===== config.mk =====
export PLATFORM = sky130hd
export DESIGN_NAME = cec_reg_ctrl
export DESIGN_NICKNAME = d
export VERILOG_FILES = /design/src/rtl/cec_reg_pkg.sv /design/src/rtl/cec_reg_decode.sv /design/src/rtl/cec_irq_status.sv /design/src/rtl/cec_tx_seq.sv /design/src/rtl/cec_rx_buf.sv /design/src/rtl/cec_reg_ctrl.sv
export SDC_FILE = /design/constraint.sdc
export NUM_CORES = 1
export LEC_CHECK = 0
export ABC_AREA = 1
export CAP_MARGIN = 20
export CORE_ASPECT_RATIO = 0.6
export CORE_MARGIN = 5
export CORE_UTILIZATION = 30
export DETAILED_ROUTE_END_ITERATION = 10
export PLACE_DENSITY = 0.56
export SLEW_MARGIN = 20
export SYNTH_ARGS = -nofsm -noshare
export SYNTH_HDL_FRONTEND = slang
export SYNTH_SLANG_ARGS = --single-unit
export TNS_END_PERCENT = 50

===== constraint.sdc =====
create_clock -name clk -period 1.74 [get_ports clk]
set_input_delay 0.348 -clock clk [delete_from_list [all_inputs] [get_ports clk]]
set_output_delay 0.348 -clock clk [all_outputs]
set_load 0.05 [all_outputs]

===== src/rtl/cec_reg_pkg.sv =====
package cec_reg_pkg;
   localparam int REG_W   = 32;
   localparam int NUM_REG = 6;
   // register index; byte offset is index*4
   localparam int IX_CTRL = 0;
   localparam int IX_CFG  = 1;
   localparam int IX_TXD  = 2;
   localparam int IX_RXD  = 3;
   localparam int IX_STAT = 4;
   localparam int IX_IEN  = 5;
   // status flag positions
   localparam int NFLAG     = 13;
   localparam int ST_RXBYTE = 0;
   localparam int ST_RXEND  = 1;
   localparam int ST_RXOVR  = 2;
   localparam int ST_RXNACK = 6;
   localparam int ST_ARB    = 7;
   localparam int ST_TXREQ  = 8;
   localparam int ST_TXEND  = 9;
   localparam int ST_TXUDR  = 10;
   localparam int ST_TXERR  = 11;
   localparam int ST_TXNACK = 12;
   localparam logic [NFLAG-1:0] FLAG_MASK = 13'h1FC7;
endpackage


===== src/rtl/cec_reg_decode.sv =====
module cec_reg_decode #(
   parameter int ADDR_W = 5,
   parameter int NREG   = 6
) (
   input  logic [ADDR_W-1:0] addr,
   output logic [NREG-1:0]   hit
);
   localparam int SPAN = NREG * 4;
   if (ADDR_W < $clog2(SPAN)) begin : g_bad_width
      $error("ADDR_W too small for register span");
   end
   for (genvar i = 0; i < NREG; i++) begin : g_hit
      assign hit[i] = (addr == ADDR_W'(i * 4));
   end
endmodule


===== src/rtl/cec_irq_status.sv =====
module cec_irq_status #(
   parameter int               NF   = 13,
   parameter logic [NF-1:0]    MASK = '1
) (
   input  logic          clk,
   input  logic          rst_n,
   input  logic [NF-1:0] evt,
   input  logic          clr_we,
   input  logic          ien_we,
   input  logic [NF-1:0] wdata,
   output logic [NF-1:0] flags,
   output logic [NF-1:0] ien,
   output logic          irq
);
   for (genvar i = 0; i < NF; i++) begin : g_bit
      if (MASK[i]) begin : g_live
         always_ff @(posedge clk or negedge rst_n) begin
            if (!rst_n) begin
               flags[i] <= 1'b0;
               ien[i]   <= 1'b0;
            end else begin
               if (evt[i])                    flags[i] <= 1'b1;
               else if (clr_we && wdata[i])   flags[i] <= 1'b0;
               if (ien_we)                    ien[i]   <= wdata[i];
            end
         end
      end else begin : g_tie
         assign flags[i] = 1'b0;
         assign ien[i]   = 1'b0;
      end
   end

   assign irq = |(flags & ien);

   AST_FLAG_SETS: assert property (@(posedge clk) disable iff (!rst_n)
      (evt != '0) |=> ((flags & $past(evt)) == $past(evt)));
   AST_W1C_CLEARS: assert property (@(posedge clk) disable iff (!rst_n)
      clr_we |=> ((flags & $past(wdata & ~evt & MASK)) == '0));
   AST_IRQ_QUIET: assert property (@(posedge clk) disable iff (!rst_n)
      (flags == '0) |-> !irq);
endmodule


===== src/rtl/cec_tx_seq.sv =====
module cec_tx_seq #(
   parameter int BYTE_W = 8
) (
   input  logic              clk,
   input  logic              rst_n,
   input  logic              ctrl_we,
   input  logic [2:0]        ctrl_wdata,
   input  logic              txd_we,
   input  logic [BYTE_W-1:0] txd_wdata,
   input  logic              eng_take,
   input  logic              eng_done,
   output logic              en,
   output logic              som,
   output logic              eom,
   output logic              tx_valid,
   output logic [BYTE_W-1:0] tx_byte,
   output logic              req_evt,
   output logic              udr_evt
);
   logic en_next, take_ok, kill;

   assign en_next = ctrl_we ? ctrl_wdata[0] : en;
   assign take_ok = eng_take && som && tx_valid;
   assign udr_evt = eng_take && som && !tx_valid;
   assign req_evt = take_ok && !eom;
   assign kill    = eng_done || udr_evt || !en_next;

   always_ff @(posedge clk or negedge rst_n) begin
      if (!rst_n) begin
         en       <= 1'b0;
         som      <= 1'b0;
         eom      <= 1'b0;
         tx_valid <= 1'b0;
         tx_byte  <= '0;
      end else begin
         en <= en_next;
         if (kill)                           som <= 1'b0;
         else if (ctrl_we && ctrl_wdata[1])  som <= 1'b1;
         if (kill)                           eom <= 1'b0;
         else if (ctrl_we && ctrl_wdata[2])  eom <= 1'b1;
         if (kill)          tx_valid <= 1'b0;
         else if (txd_we)   tx_valid <= 1'b1;
         else if (take_ok)  tx_valid <= 1'b0;
         if (txd_we)        tx_byte  <= txd_wdata;
      end
   end

   AST_CMD_CLEAR: assert property (@(posedge clk) disable iff (!rst_n)
      eng_done |=> (!som && !eom));
   AST_UDR_ABORT: assert property (@(posedge clk) disable iff (!rst_n)
      (eng_take && som && !tx_valid) |=> !som);
   AST_TAKE_DRAINS: assert property (@(posedge clk) disable iff (!rst_n)
      (eng_take && som && tx_valid && !txd_we) |=> !tx_valid);
endmodule


===== src/rtl/cec_rx_buf.sv =====
module cec_rx_buf #(
   parameter int BYTE_W = 8
) (
   input  logic              clk,
   input  logic              rst_n,
   input  logic              rx_valid,
   input  logic [BYTE_W-1:0] rx_byte,
   input  logic              rd,
   input  logic              flush,
   output logic [BYTE_W-1:0] rx_data,
   output logic              byte_evt,
   output logic              ovr_evt
);
   logic full, busy;

   assign busy     = full && !rd;
   assign ovr_evt  = rx_valid && busy;
   assign byte_evt = rx_valid && !busy;

   always_ff @(posedge clk or negedge rst_n) begin
      if (!rst_n) begin
         full    <= 1'b0;
         rx_data <= '0;
      end else begin
         if (ovr_evt || flush) full <= 1'b0;
         else if (byte_evt)    full <= 1'b1;
         else if (rd)          full <= 1'b0;
         if (byte_evt)         rx_data <= rx_byte;
      end
   end

   AST_OVR_DISCARD: assert property (@(posedge clk) disable iff (!rst_n)
      (rx_valid && full && !rd) |=> (rx_data == $past(rx_data) && !full));
   AST_LOAD_BYTE: assert property (@(posedge clk) disable iff (!rst_n)
      (rx_valid && !full) |=> (rx_data == $past(rx_byte)));
endmodule


===== src/rtl/cec_reg_ctrl.sv =====
module cec_reg_ctrl
   import cec_reg_pkg::*;
#(
   parameter int ADDR_W = 5,
   parameter int BYTE_W = 8,
   parameter int NUM_LA = 15
) (
   input  logic              clk,
   input  logic              rst_n,
   input  logic              bus_sel,
   input  logic              bus_we,
   input  logic [ADDR_W-1:0] bus_addr,
   input  logic [31:0]       bus_wdata,
   output logic [31:0]       bus_rdata,
   output logic              irq,
   output logic              eng_enable,
   output logic              eng_som,
   output logic              eng_eom,
   output logic              eng_tx_valid,
   output logic [BYTE_W-1:0] eng_tx_byte,
   output logic [NUM_LA-1:0] eng_own_mask,
   output logic              eng_listen_all,
   output logic [5:0]        eng_err_cfg,
   output logic [2:0]        eng_sft,
   input  logic              eng_tx_take,
   input  logic              eng_tx_end,
   input  logic              eng_tx_err,
   input  logic              eng_tx_nack,
   input  logic              eng_arb_lost,
   input  logic              eng_rx_valid,
   input  logic [BYTE_W-1:0] eng_rx_byte,
   input  logic              eng_rx_end,
   input  logic              eng_rx_nack
);
   localparam logic [14:0]      LA_BITS  = 15'((32'd1 << NUM_LA) - 1);
   localparam logic [REG_W-1:0] CFG_KEEP = {1'b1, LA_BITS, 7'd0, 9'h1FF};

   if (NUM_LA < 1 || NUM_LA > 15) begin : g_bad_la
      $error("NUM_LA must be 1..15");
   end
   if (BYTE_W < 1 || BYTE_W > 16) begin : g_bad_byte
      $error("BYTE_W must be 1..16");
   end

   logic [NUM_REG-1:0] hit, wr;
   logic               rd_rx;
   logic [REG_W-1:0]   cfg_q;
   logic [NFLAG-1:0]   evt, flags, ien;
   logic [BYTE_W-1:0]  rx_data;
   logic               req_evt, udr_evt, rxb_evt, ovr_evt, tx_done;

   cec_reg_decode #(.ADDR_W(ADDR_W), .NREG(NUM_REG)) u_dec (
      .addr(bus_addr), .hit(hit));

   assign wr    = (bus_sel && bus_we) ? hit : '0;
   assign rd_rx = bus_sel && !bus_we && hit[IX_RXD];

   always_ff @(posedge clk or negedge rst_n) begin
      if (!rst_n)          cfg_q <= '0;
      else if (wr[IX_CFG]) cfg_q <= bus_wdata & CFG_KEEP;
   end

   assign eng_listen_all = cfg_q[31];
   assign eng_own_mask   = cfg_q[16 +: NUM_LA];
   assign eng_err_cfg    = cfg_q[8:3];
   assign eng_sft        = cfg_q[2:0];

   assign tx_done = eng_tx_end || eng_tx_err || eng_tx_nack || eng_arb_lost;

   cec_tx_seq #(.BYTE_W(BYTE_W)) u_tx (
      .clk(clk), .rst_n(rst_n),
      .ctrl_we(wr[IX_CTRL]), .ctrl_wdata(bus_wdata[2:0]),
      .txd_we(wr[IX_TXD]), .txd_wdata(bus_wdata[BYTE_W-1:0]),
      .eng_take(eng_tx_take), .eng_done(tx_done),
      .en(eng_enable), .som(eng_som), .eom(eng_eom),
      .tx_valid(eng_tx_valid), .tx_byte(eng_tx_byte),
      .req_evt(req_evt), .udr_evt(udr_evt));

   cec_rx_buf #(.BYTE_W(BYTE_W)) u_rx (
      .clk(clk), .rst_n(rst_n),
      .rx_valid(eng_rx_valid), .rx_byte(eng_rx_byte),
      .rd(rd_rx), .flush(eng_rx_nack),
      .rx_data(rx_data), .byte_evt(rxb_evt), .ovr_evt(ovr_evt));

   always_comb begin
      evt            = '0;
      evt[ST_RXBYTE] = rxb_evt;
      evt[ST_RXEND]  = eng_rx_end;
      evt[ST_RXOVR]  = ovr_evt;
      evt[ST_RXNACK] = eng_rx_nack;
      evt[ST_ARB]    = eng_arb_lost;
      evt[ST_TXREQ]  = req_evt;
      evt[ST_TXEND]  = eng_tx_end;
      evt[ST_TXUDR]  = udr_evt;
      evt[ST_TXERR]  = eng_tx_err;
      evt[ST_TXNACK] = eng_tx_nack;
   end

   cec_irq_status #(.NF(NFLAG), .MASK(FLAG_MASK)) u_st (
      .clk(clk), .rst_n(rst_n), .evt(evt),
      .clr_we(wr[IX_STAT]), .ien_we(wr[IX_IEN]),
      .wdata(bus_wdata[NFLAG-1:0]),
      .flags(flags), .ien(ien), .irq(irq));

   always_comb begin
      bus_rdata = '0;
      if (bus_sel) begin
         if (hit[IX_CTRL]) bus_rdata = {29'd0, eng_eom, eng_som, eng_enable};
         if (hit[IX_CFG])  bus_rdata = cfg_q;
         if (hit[IX_RXD])  bus_rdata = REG_W'(rx_data);
         if (hit[IX_STAT]) bus_rdata = REG_W'(flags);
         if (hit[IX_IEN])  bus_rdata = REG_W'(ien);
      end
   end

   AST_NO_CMD_DISABLED: assert property (@(posedge clk) disable iff (!rst_n)
      (bus_sel && bus_we && hit[IX_CTRL] && !bus_wdata[0]) |=> (!eng_som && !eng_eom));
   AST_BAD_ADDR_QUIET: assert property (@(posedge clk) disable iff (!rst_n)
      (bus_sel && hit == '0) |-> (bus_rdata == '0));
endmodule


==> results.py <==
metrics = {
    "outcome": {
        "failing_checks": "setup timing",
        "status": "finished, violations left",
    },
    "synthesis": {
        "yosys_register_bits": 66,
        "synth_area_per_cell_um2": 8.327,
        "ys_types": 27,
        "synthCells": 389,
        "seq_area_frac_synth_pct": 50.98,
        "synth_largest_type_area_fraction_pct": 50.98,
        "yosys-top-cells-area": "sky130_fd_sc_hd__dfrtp_1 51%, sky130_fd_sc_hd__nand2_1 9.3%, sky130_fd_sc_hd__nor2_1 6.1%",
        "post-synth-top-area-cell": "sky130_fd_sc_hd__dfrtp_1",
        "post_synth_instance_area_um2": 3239,
        "yosys_warnings": 0,
    },
    "sta": {
        "setup-violations-final": 24,
        "worst_clock_skew_ns": 0.003505,
        "rsz0062_at_grt": "true",
        "setup_total_negative_slack_ns": -0.6000,
        "fin_ws_ns": -0.05456,
        "fin_crit_sh_pct": 103.1,
        "maxClockFrequency_mhz": 557.2,
        "fin_hold_ws_ns": 0.01294,
        "final_period_minus_worst_setup_slack_ns": 1.795,
        "slew_violations": 0,
        "hold_viol_final": 0,
    },
    "power_and_ir_drop": {
        "power_leakage_nw": 2.675,
        "power.total_mw": 5.066,
        "pwr_density_cell_nw_per_um2": 886.0,
        "maximum_vdd_drop_mv": 0.5013,
    },
    "hold_path": {
        "timing.hold.worst.class": "in -> async",
    },
    "die": {
        "dieArea_um2": 13040,
        "die-height_um": 90.49,
        "die_x_um": 144.2,
        "core_um2": 10560,
        "row_count": 29,
        "num_io_pins": 127,
        "floorplan.initialDensity_pct": 30.68,
    },
    "finish": {
        "finalCoreUtilization_pct": 54.15,
        "final-seq-area_um2": 1652,
        "multi_input_comb_area_um2": 1647,
        "final-instance-count-excl-fill": 692,
        "layout_commonest_cell": "sky130_fd_sc_hd__nand2_1",
        "nFillCells": 954,
        "fin_area_um2": 5718,
        "final_net_count": 605,
        "layout_common_cells": "68 x sky130_fd_sc_hd__nand2_1, 66 x sky130_fd_sc_hd__dfrtp_1, 65 x sky130_fd_sc_hd__buf_4",
        "drive_gt1_share_pct": 37.07,
        "synthToLayoutAreaGrowth_pct": 76.52,
        "antenna_cells_inserted": 0,
    },
    "clock_network": {
        "cts_buffer_depth": 2,
        "cts_htree_levels": 3,
        "tritoncts_num_sinks": 66,
        "clock_tree_from_tritoncts": "yes",
        "clk-insertion-delay-late_ns": 0.33,
        "clkTransAtPathRegs_ns": 0.06,
        "root_buffer": "sky130_fd_sc_hd__clkbuf_16",
        "cts_made_buffers": 9,
    },
    "global_routing": {
        "grt_usage_pct": 17.45,
        "overflow": 0,
        "first_global_vias": 3203,
        "grt_first_pass_wirelength_um": 17700,
        "grt_antenna_before_repair": 0,
        "pin_count_of_the_biggest_net_entering_global_routing": 67,
    },
    "worst_setup_path": {
        "r2r_setup_slack_ns": 0.58,
        "worstPathCellList": "buf_6, nor2_4, nand2_2, nor2_4, buf_4, nand2_1, a21oi_2, buf_12",
        "required_ns": 1.39,
        "critical_path.most_common_cell": "sky130_fd_sc_hd__nor2_4",
        "critPathLaunchType": "input pin",
        "worst_path_largest_cell_delay_ns": 0.21,
        "cpMaxStageDelayCell": "sky130_fd_sc_hd__nor2_4",
        "worstSetupPathType": "in -> out",
        "setup.worst_path.end_class": "primary output",
        "critical_path_peak_fanout": 5,
        "cp.arrival_ns": 1.45,
    },
    "place": {
        "worst_setup_slack_post_dpl_ns": -0.4716,
        "placed_cells": 669,
        "io_buffer_count": 120,
        "routabilityCongestion": 0.8856,
        "hpwl_after_detailed_placement_um": 8514,
        "placedInstanceArea_um2": 5129,
    },
    "route": {
        "vias_per_cell": 4.705,
        "detail_route.wirelength_um": 11150,
        "drt_iter0_drc": 229,
        "vias_after_detailed_routing": 3256,
        "wl_per_cell_um": 16.12,
        "drcViolationCount": 0,
        "detail_route.first_pass.iterations": 5,
        "antenna_left": 0,
    },
    "flow_run": {
        "cap_violations": 0,
    },
}
-- timing repair --
item / 4_1_cts / 5_1_grt
resized for setup: 79 / 16
cloned: 2 / 0
buffers inserted: 5 / 0
hold buffers: 0 / 0
pin swaps: 20 / 11
endpoints found under the setup margin: 30 / 30
-- final timing paths --
check / startpoint / to / depth (start not counted)
setup / recovery: bus_addr[1] / bus_rdata[3] / 8
hold / removal: rst_n / u_st.flags[9]$_DFFE_PN0P_ / 2
setup reg to reg: u_tx.som$_DFFE_PN0P_ / u_tx.eom$_DFFE_PN0P_ / 5
hold reg to reg: u_tx.tx_byte[3]$_DFFE_PN0P_ / u_tx.tx_byte[3]$_DFFE_PN0P_ / 2
max in group asynchronous: rst_n / cfg_q[31]$_DFFE_PN0P_ / 2
min in group clk: u_tx.tx_byte[3]$_DFFE_PN0P_ / u_tx.tx_byte[3]$_DFFE_PN0P_ / 2
-- cell type report --
class | instances | area share [%]
clock buffers | 9 | 3.939
clock inverters | 7 | 1.641
inverters | 42 | 2.976
multi-input cells | 267 | 28.80
flip-flops and latches | 66 | 28.88
well taps | 139 | 3.042
repair buffers | 162 | 30.72
-- registers in the layout, indices dropped and copies added (netlist names) --
signal and cells:
u_tx.en 1, u_rx.full 1, u_tx.eom 1, u_rx.rx_data 8, u_tx.tx_valid 1, u_tx.som 1, u_st.flags 10, u_tx.tx_byte 8
cfg_q 25, u_st.ien 10
-- power breakdown --
part           internal [mW]  total (mW)  switching (mW)  leakage [nW]
logic                  0.464        1.29           0.830          1.75
registers               1.70        1.84           0.139         0.776
clock network           1.25        1.94           0.686         0.151
total                   3.41        5.07            1.65          2.68
-- critical path: cells and delay by family --
kind | cells | cell delay, ns
AND/OR/NAND/NOR | 4 | 0.53
buffers and inverters | 3 | 0.39
AO/OA/AOI/OAI | 1 | 0.19
-- Yosys cell counts --
master                     count
sky130_fd_sc_hd__clkbuf_1      3
sky130_fd_sc_hd__o21ai_1       9
sky130_fd_sc_hd__o21bai_1      2
sky130_fd_sc_hd__nor3_1        1
sky130_fd_sc_hd__buf_6         2
sky130_fd_sc_hd__nor2_1       53
sky130_fd_sc_hd__o211ai_1      1
sky130_fd_sc_hd__nand4_1      15
sky130_fd_sc_hd__a22o_1        5
sky130_fd_sc_hd__nand2_1      80
sky130_fd_sc_hd__o21ai_2       8
sky130_fd_sc_hd__nand3b_1      1
sky130_fd_sc_hd__dfrtp_1      66
sky130_fd_sc_hd__inv_1        37
sky130_fd_sc_hd__nor2_4        6
sky130_fd_sc_hd__inv_2         5
sky130_fd_sc_hd__and2_1        1
sky130_fd_sc_hd__a21oi_1      27
sky130_fd_sc_hd__nand4_4       2
sky130_fd_sc_hd__nand2_4       3
sky130_fd_sc_hd__and2_2        1
sky130_fd_sc_hd__conb_1        1
sky130_fd_sc_hd__o21ai_0      28
sky130_fd_sc_hd__buf_2         8
sky130_fd_sc_hd__nand3_1      18
sky130_fd_sc_hd__buf_4         4
sky130_fd_sc_hd__nand2_2       2
-- kinds of logic (layout without fill, tap and decap cells) --
group | count (synthesis) | in the layout | share of synthesized area, %
AO/OA/AOI/OAI | 80 | 80 | 14.10
buffers and inverters | 59 | 220 | 8.073
flip-flops | 66 | 66 | 50.98
other | 1 | 3 | 0.1158
AND/OR/NAND/NOR | 183 | 184 | 26.73
-- layer usage --
metal  global-route usage [%]  vias to the layer above  part of all wire (%)  routed length, µm
met5                        0                        -                     0                  0
met4                    4.736                        0                   1.4                155
met3                    4.497                       12                   8.1                908
met2                    24.15                      112                    41               4615
met1                    26.63                     1545                    49               5474
li1                         -                     1587                     -                  -
(Power assumes the default switching activity.)
